[config.mk]
export PLATFORM = sky130hd
export DESIGN_NAME = phy_rst_seq
export DESIGN_NICKNAME = d
export VERILOG_FILES = /design/src/rtl/phyrst_pkg.sv /design/src/rtl/phy_step_timer.sv /design/src/rtl/phy_seq_decode.sv /design/src/rtl/phy_rst_seq.sv
export SDC_FILE = /design/constraint.sdc
export NUM_CORES = 1
export LEC_CHECK = 0
export BUFFER_PORTS_ARGS = -buffer_cell sky130_fd_sc_hd__buf_2
export CAP_MARGIN = 10
export CORE_ASPECT_RATIO = 1.5
export CORE_MARGIN = 5
export CORE_UTILIZATION = 35
export CTS_CLUSTER_DIAMETER = 30
export DETAILED_ROUTE_END_ITERATION = 6
export PLACE_DENSITY = 0.55
export REMOVE_ABC_BUFFERS = 1
export SETUP_SLACK_MARGIN = 0.02
export SYNTH_ARGS = -nofsm -noshare
export SYNTH_HDL_FRONTEND = slang
export SYNTH_SLANG_ARGS = --single-unit
[constraint.sdc]
create_clock -name clk -period 2.87 [get_ports clk]
set_input_delay 0.4305 -clock clk [delete_from_list [all_inputs] [get_ports clk]]
set_output_delay 0.4305 -clock clk [all_outputs]
set_load 0.05 [all_outputs]
[src/rtl/phyrst_pkg.sv]
// Shared types for the PHY reset sequencer: step encoding and result codes.
package phyrst_pkg;
    typedef enum logic [3:0] {
        S_IDLE, S_PREP, S_RST, S_FLUSH, S_ZCTL, S_ZPOLL, S_DLL, S_ALIGN,
        S_LOCK, S_SYSREL, S_WORD, S_SETTLE, S_CHECK, S_UNMASK, S_FIN
    } seq_st_e;

    typedef enum logic [2:0] {
        E_NONE  = 3'd0,
        E_ZCAL  = 3'd1,
        E_DLL   = 3'd2,
        E_LOCK  = 3'd3,
        E_FAULT = 3'd4
    } seq_err_e;
endpackage

[src/rtl/phy_step_timer.sv]
// Step timer: counts cycles spent in the current step and flags the limit.
// Assumes the controller pulses clear on every step change, so the count is
// 0 on the first cycle of each step. It saturates rather than wrapping.
module phy_step_timer #(
    parameter int CNT_W = 16
) (
    input  logic             clk,
    input  logic             rst_n,
    input  logic             clear,
    input  logic [CNT_W-1:0] limit,
    output logic             at_limit
);
    logic [CNT_W-1:0] cnt_q;

    // Cycle count within the step, restarted at each step change.
    always_ff @(posedge clk) begin
        if (!rst_n)              cnt_q <= '0;
        else if (clear)          cnt_q <= '0;
        else if (cnt_q != '1)    cnt_q <= cnt_q + 1'b1;
    end

    // Terminal flag for the step currently selected.
    always_comb at_limit = (cnt_q == limit);
endmodule

[src/rtl/phy_seq_decode.sv]
// Output decoder: maps the controller step and the two release flags onto
// the PHY control pins. It is purely combinational, so every pin changes on
// the same edge as the step register.
module phy_seq_decode
    import phyrst_pkg::*;
#(
    parameter int                 WORD_W    = 16,
    parameter logic [WORD_W-1:0]  CTRL_WORD = 16'h8020
) (
    input  seq_st_e           st,
    input  logic              dll_rel,
    input  logic              sys_rel,
    output logic              busy,
    output logic              done,
    output logic              mclk_force_low,
    output logic              phy_reset,
    output logic              flush,
    output logic              init_io,
    output logic              zctl_en,
    output logic              dll_cal_rst,
    output logic              align_cont,
    output logic              sysclk_rst,
    output logic              align_wr,
    output logic [WORD_W-1:0] align_word,
    output logic              fault_unmask
);
    // Step-driven pin levels; everything idles when not selected.
    always_comb begin
        busy           = !(st inside {S_IDLE, S_FIN});
        done           = (st == S_FIN);
        mclk_force_low = busy && !(st inside {S_CHECK, S_UNMASK});
        phy_reset      = (st == S_RST);
        flush          = (st == S_FLUSH);
        init_io        = (st == S_FLUSH);
        zctl_en        = (st == S_ZCTL);
        dll_cal_rst    = !dll_rel;
        align_cont     = (st inside {S_ALIGN, S_LOCK});
        sysclk_rst     = !sys_rel;
        align_wr       = (st == S_WORD);
        align_word     = (st == S_WORD) ? CTRL_WORD : '0;
        fault_unmask   = (st == S_UNMASK);
    end
endmodule

[src/rtl/phy_rst_seq.sv]
// PHY reset sequencer top. After an accepted start, it holds the memory clock
// low and then steps through these actions in order: PHY reset, driver
// flush, impedance calibration, DLL release, clock alignment with lock poll,
// sysclk release, control-word write and settle. Every poll is bounded by
// tmo_limit. The fault input is checked on both exits, and unmask is pulsed
// only on a clean finish. The status inputs are assumed to be synchronous
// to clk.
module phy_rst_seq
    import phyrst_pkg::*;
#(
    parameter int                RST_CYC    = 32,
    parameter int                FLUSH_CYC  = 32,
    parameter int                ZQ_CYC     = 1024,
    parameter int                ALIGN_CYC  = 5932,
    parameter int                SETTLE_CYC = 32,
    parameter int                TMO_W      = 16,
    parameter int                DIMM_W     = 3,
    parameter int                WORD_W     = 16,
    parameter logic [WORD_W-1:0] CTRL_WORD  = 16'h8020
) (
    input  logic              clk,
    input  logic              rst_n,
    input  logic              start,
    input  logic [DIMM_W-1:0] dimm_cnt,
    input  logic [TMO_W-1:0]  tmo_limit,
    input  logic              zcal_done,
    input  logic [2:0]        dll_adr_stat,
    input  logic [2:0]        dll_dat_stat,
    input  logic              lock_adr,
    input  logic              lock_dat,
    input  logic              fault_in,
    output logic              busy,
    output logic              done,
    output logic [2:0]        err_code,
    output logic              fault_seen,
    output logic              mclk_force_low,
    output logic              phy_reset,
    output logic              flush,
    output logic              init_io,
    output logic              zctl_en,
    output logic              dll_cal_rst,
    output logic              align_cont,
    output logic              sysclk_rst,
    output logic              align_wr,
    output logic [WORD_W-1:0] align_word,
    output logic              fault_unmask
);
    localparam int AW    = $clog2(ALIGN_CYC + 1);
    localparam int CNT_W = (TMO_W > AW) ? TMO_W : AW;

    seq_st_e          st_q, st_d;
    seq_err_e         err_q, err_d;
    logic             fault_q, fault_d;
    logic             dll_rel_q, dll_rel_d;
    logic             sys_rel_q, sys_rel_d;
    logic [CNT_W-1:0] lim;
    logic             at_lim;
    logic             step_chg;

    // Limit for the current step: a fixed width or the poll timeout.
    always_comb begin
        case (st_q)
            S_RST:    lim = CNT_W'(RST_CYC - 1);
            S_FLUSH:  lim = CNT_W'(FLUSH_CYC - 1);
            S_ZCTL:   lim = CNT_W'(ZQ_CYC - 1);
            S_ALIGN:  lim = CNT_W'(ALIGN_CYC - 1);
            S_SETTLE: lim = CNT_W'(SETTLE_CYC - 1);
            default:  lim = CNT_W'(tmo_limit);
        endcase
    end

    phy_step_timer #(.CNT_W(CNT_W)) u_timer (
        .clk      (clk),
        .rst_n    (rst_n),
        .clear    (step_chg),
        .limit    (lim),
        .at_limit (at_lim)
    );

    // Step sequencing, result code and fault capture.
    always_comb begin
        st_d    = st_q;
        err_d   = err_q;
        fault_d = fault_q;
        case (st_q)
            S_IDLE, S_FIN: if (start) begin
                err_d   = E_NONE;
                fault_d = 1'b0;
                st_d    = (dimm_cnt == '0) ? S_FIN : S_PREP;
            end
            S_PREP:   st_d = S_RST;
            S_RST:    if (at_lim) st_d = S_FLUSH;
            S_FLUSH:  if (at_lim) st_d = S_ZCTL;
            S_ZCTL:   if (at_lim) st_d = S_ZPOLL;
            S_ZPOLL:
                if (zcal_done) st_d = S_DLL;
                else if (at_lim) begin err_d = E_ZCAL; st_d = S_CHECK; end
            S_DLL:
                if ((|dll_adr_stat) && (|dll_dat_stat)) st_d = S_ALIGN;
                else if (at_lim) begin err_d = E_DLL; st_d = S_CHECK; end
            S_ALIGN:  if (at_lim) st_d = S_LOCK;
            S_LOCK:
                if (lock_adr && lock_dat) st_d = S_SYSREL;
                else if (at_lim) begin err_d = E_LOCK; st_d = S_CHECK; end
            S_SYSREL: st_d = S_WORD;
            S_WORD:   st_d = S_SETTLE;
            S_SETTLE: if (at_lim) st_d = S_CHECK;
            S_CHECK: begin
                fault_d = fault_in;
                if (err_q != E_NONE) st_d = S_FIN;
                else if (fault_in) begin err_d = E_FAULT; st_d = S_FIN; end
                else st_d = S_UNMASK;
            end
            S_UNMASK: st_d = S_FIN;
            default:  st_d = S_IDLE;
        endcase
    end

    // Release flags: cleared by a new start, set on entering their step.
    always_comb begin
        step_chg  = (st_d != st_q);
        dll_rel_d = dll_rel_q;
        sys_rel_d = sys_rel_q;
        if ((st_q inside {S_IDLE, S_FIN}) && start) begin
            dll_rel_d = 1'b0;
            sys_rel_d = 1'b0;
        end
        if (st_d == S_DLL)    dll_rel_d = 1'b1;
        if (st_d == S_SYSREL) sys_rel_d = 1'b1;
    end

    // Controller state registers.
    always_ff @(posedge clk) begin
        if (!rst_n) begin
            st_q      <= S_IDLE;
            err_q     <= E_NONE;
            fault_q   <= 1'b0;
            dll_rel_q <= 1'b0;
            sys_rel_q <= 1'b0;
        end else begin
            st_q      <= st_d;
            err_q     <= err_d;
            fault_q   <= fault_d;
            dll_rel_q <= dll_rel_d;
            sys_rel_q <= sys_rel_d;
        end
    end

    phy_seq_decode #(.WORD_W(WORD_W), .CTRL_WORD(CTRL_WORD)) u_dec (
        .st             (st_q),
        .dll_rel        (dll_rel_q),
        .sys_rel        (sys_rel_q),
        .busy           (busy),
        .done           (done),
        .mclk_force_low (mclk_force_low),
        .phy_reset      (phy_reset),
        .flush          (flush),
        .init_io        (init_io),
        .zctl_en        (zctl_en),
        .dll_cal_rst    (dll_cal_rst),
        .align_cont     (align_cont),
        .sysclk_rst     (sysclk_rst),
        .align_wr       (align_wr),
        .align_word     (align_word),
        .fault_unmask   (fault_unmask)
    );

    // Result outputs.
    always_comb begin
        err_code   = err_q;
        fault_seen = fault_q;
    end

    AST_ZERO_DIMM: assert property (@(posedge clk) disable iff (!rst_n)
        (start && !busy && dimm_cnt == '0) |=> (done && !mclk_force_low && err_code == 3'd0));
    AST_ONE_STEP: assert property (@(posedge clk) disable iff (!rst_n)
        $onehot0({phy_reset, flush, zctl_en, align_cont, align_wr}));
    AST_WORD_ORDER: assert property (@(posedge clk) disable iff (!rst_n)
        align_wr |-> (!sysclk_rst && $past(!sysclk_rst) && mclk_force_low && align_word == CTRL_WORD));
    AST_UNMASK_CLEAN: assert property (@(posedge clk) disable iff (!rst_n)
        fault_unmask |=> (done && err_code == 3'd0 && !fault_seen));
    AST_NO_RESTART: assert property (@(posedge clk) disable iff (!rst_n)
        $rose(mclk_force_low) |-> $past(!busy));
    AST_DONE_HOLD: assert property (@(posedge clk) disable iff (!rst_n)
        (done && !start) |=> (done && $stable(err_code)));
endmodule

==> impl_metrics.toml <==
[cts]
cts_setup_buffers = 0
ctsResizeCount = 0
clock_path_buffers = 2
cts_buffers = 3
hold_buffers = 0
cts_max_level = 1
cts_tree = "done"
clock_latency_ps = 280
clkSlewWorstSetupHoldPaths_ps = 110
cts_root_buffer = "clkbuf_8"
clock-sinks = 26

[cells_and_area]
design_area_mm2 = 0.002804
regArea_um2 = 524.3
syn_to_final_growth_pct = 15.22
fillers = 747
final_net_count = 420
final_util = 0.4120
layout-drive-gt1-share = 0.2332
antenna_cells = 0
multiInputGateArea_mm2 = 0.001662

[place]
gp_congestion = 0.9380
dp_hpwl_um = 5719
placed_area_mm2 = 0.002723
port_buffers = 49
dp_slack_ps = 137.6

[pwr]
p_per_area_mw_per_mm2 = 848.8
p_sw_uw = 1232
clkPwrFrac = 0.134
pwr-share-comb = 0.658
power_uw = 2380
p_leak_uw = 0.001222
p_seq_frac = 0.207
swShare = 0.5176
power.internal_uw = 1148
peakVddDrop_v = 0.0002485

[setup_path]
rr_startpoint = "st_q[0]"
critical_path_arrival_ps = 2860
rrSetupSlack_ps = 220
crit_path_end_kind = "flop"
worstPathCellList = "and2b_1 -> a21oi_1 -> nand2_1 -> xor2_1 -> nor4_2 -> and4_4 -> mux2i_1 -> nand3_1 -> o31ai_1"
ff2ff_path_depth = 9
cpPeakStageDelay_ps = 560
startpoint_type = "flop"
critPathKind = "flop to flop"
cp.required_ps = 3070
cp_max_fo = 12
critical_path.reg2reg.endpoint = "dll_rel_q"
cp_slowest_cell = "dfxtp_1"

[routing]
drcViolationCount = 0
postRouteAntennaNets = 0
vias_per_cell = 5.343
wl_per_cell_um = 15.30
first_pass_iters = 4
drt-initial-drc-count = 88
vias = 2479
wirelength_um = 7097

[grt]
grt_usage = 0.1550
grt_max_degree = 30
grt_pass1_wl_um = 11180
antenna_found_initial = 0
grt_pass1_vias = 2322
grt-ovfl-total = 0

[min_path]
hold-path-endpoint = "fault_seen"
worstHoldStart = "fault_in"
hold_depth = 3
worstHoldPathType = "primary input to flop"

[sta]
fmax_ghz = 0.3769
hold_viol = 0
holdWs_ps = 403.1
fin_crit_ps = 2654
rsz0062_at_grt = "false"
setup_viol = 0
worst_pin_slew_ps = 556.2
clock_skew_ps = 6.255
setup_ws_ps = 216.5
finalMaxSlewViolations = 0
relSlewSlack = 0.6260
post-route-period-util = 0.9246

[yosys]
synth_edf_count = 0
ys.flop_type = "dfxtp_1"
syn_area_per_cell_um2 = 7.116
muxShareOfSynthArea = 0.02468
synthTopCellsByCount = "39 x nor2_1, 28 x nand2_1, 26 x dfxtp_1"
yosys_warnings = 0
syn_inst = 342
yosysMostFrequentCell = "nor2_1"
synth_compound_area_frac = 0.2427
synthDominantCellAreaShare = 0.2139
synth_xor_area_frac = 0.07918
synth_area_mm2 = 0.002434
synth_top_cell_by_area = "dfxtp_1"
synth_cell_types = 64
synth_fa_ha_area_frac = 0.005141
yosysSeqAreaShare = 0.2139
ys_ff_latch = 26
synth-simple-area-share = 0.3069
synth_top_family_by_area = "simple AND/OR/NAND/NOR gates"
synthArstFlopShare = 0
synth_area_leaders = "dfxtp_1 21%, nor2_1 6.0%, xor2_1 5.8%"

[floorplan]
start_util = 0.3576
io_pins = 64
dieWidth_um = 78.09
floorplan.die_area_mm2 = 0.008755
core_region_area_mm2 = 0.006805
num_rows = 37
die_h_um = 112.1

[outcome]
status = "completed"

[job]
drv_cap = 0
logic make-up after synthesis:
family,Yosys count
adder cells (fa/ha/maj),1
flip-flops,26
AND/OR/NAND/NOR,141
other,1
buffers and inverters,55
XOR/XNOR,22
multiplexers,6
AO/OA/AOI/OAI,90
sequential cells by signal, summed over array words and instances (netlist names):
| name | count |
|---|---|
| dll_rel_q | 1 |
| err_code | 3 |
| fault_seen | 1 |
| st_q | 4 |
| sys_rel_q | 1 |
| u_timer.cnt_q | 16 |
critical path: cells and delay by family, from the launching register on:
family	cells	cell delay (ps)
xor+xnor	1	150
mux	1	250
simple gates	5	1220
flops	1	560
compound gates	2	400
power by group through the flow:
stage,Clock [µW],Sequential [µW],Combinational (µW)
after detailed placement,0,496,1550
after global routing,348,502,1700
after global placement,0,495,1550
after CTS,334,487,1560
final,320,493,1570
after floorplan,0,575,977
final cells by class:
type | count | area share
clock inverter | 1 | 0.01071
inverter | 15 | 0.02008
clock buffer | 3 | 0.01473
sequential | 26 | 0.1870
tap | 78 | 0.03481
timing repair buffer | 67 | 0.1401
multi-input combinational | 274 | 0.5926
metal layers:
layer  track usage  wire length (µm)  vias to the layer above
met1        0.1645              2777                     1143
met4       0.04622               150                        0
li1              -                 -                     1260
met3       0.02167               325                       13
met2        0.3042              3844                       63
met5             0                 0                        -
metrics by stage:
step                instances  TNS [ps]
finish                    464         0
global route              464         0
CTS                       464         0
detailed placement        460         0
global placement          460         0
floorplan                 315    -24690
how the worst max path moves through the flow:
| stage | start | to | slack (ps) | cells after the start |
|---|---|---|---|---|
| CTS | st_q[1] | dll_rel_q | 110 | 9 |
| finish | st_q[0] | dll_rel_q | 220 | 9 |
| floorplan | st_q[1] | u_timer.cnt_q[15] | -1250 | 5 |
| detailed placement | st_q[1] | dll_rel_q | 140 | 9 |
| global placement | st_q[0] | dll_rel_q | 150 | 9 |
| global route | st_q[0] | dll_rel_q | 40 | 9 |
cells in the final DEF (no fill, tap or decap), types with 2 or more instances in the layout:
| cell | instances |
|---|---|
| a211oi_1 | 2 |
| nand4_1 | 6 |
| a32oi_1 | 2 |
| a311oi_1 | 2 |
| o21ai_0 | 22 |
| a21boi_0 | 2 |
| a31oi_1 | 5 |
| dfxtp_1 | 23 |
| xnor2_1 | 6 |
| and4_1 | 2 |
| o21ai_2 | 2 |
| nand2_1 | 28 |
| nor3b_1 | 2 |
| and4b_1 | 2 |
| nor4_2 | 2 |
| mux2i_1 | 6 |
| and3_1 | 9 |
| buf_2 | 49 |
| nand3b_1 | 2 |
| nand3_1 | 13 |
| a21oi_1 | 22 |
| nand2b_1 | 6 |
| nor3_1 | 10 |
| nor2b_1 | 5 |
| buf_4 | 17 |
| xor2_1 | 16 |
| o31ai_1 | 3 |
| dfxtp_2 | 3 |
| o21bai_1 | 2 |
| o21ai_1 | 9 |
| clkbuf_8 | 3 |
| or2_2 | 2 |
| inv_1 | 15 |
| a21oi_2 | 2 |
| nor2_1 | 39 |
| or3_1 | 3 |
| conb_1 | 14 |
(Power assumes the default switching activity.)
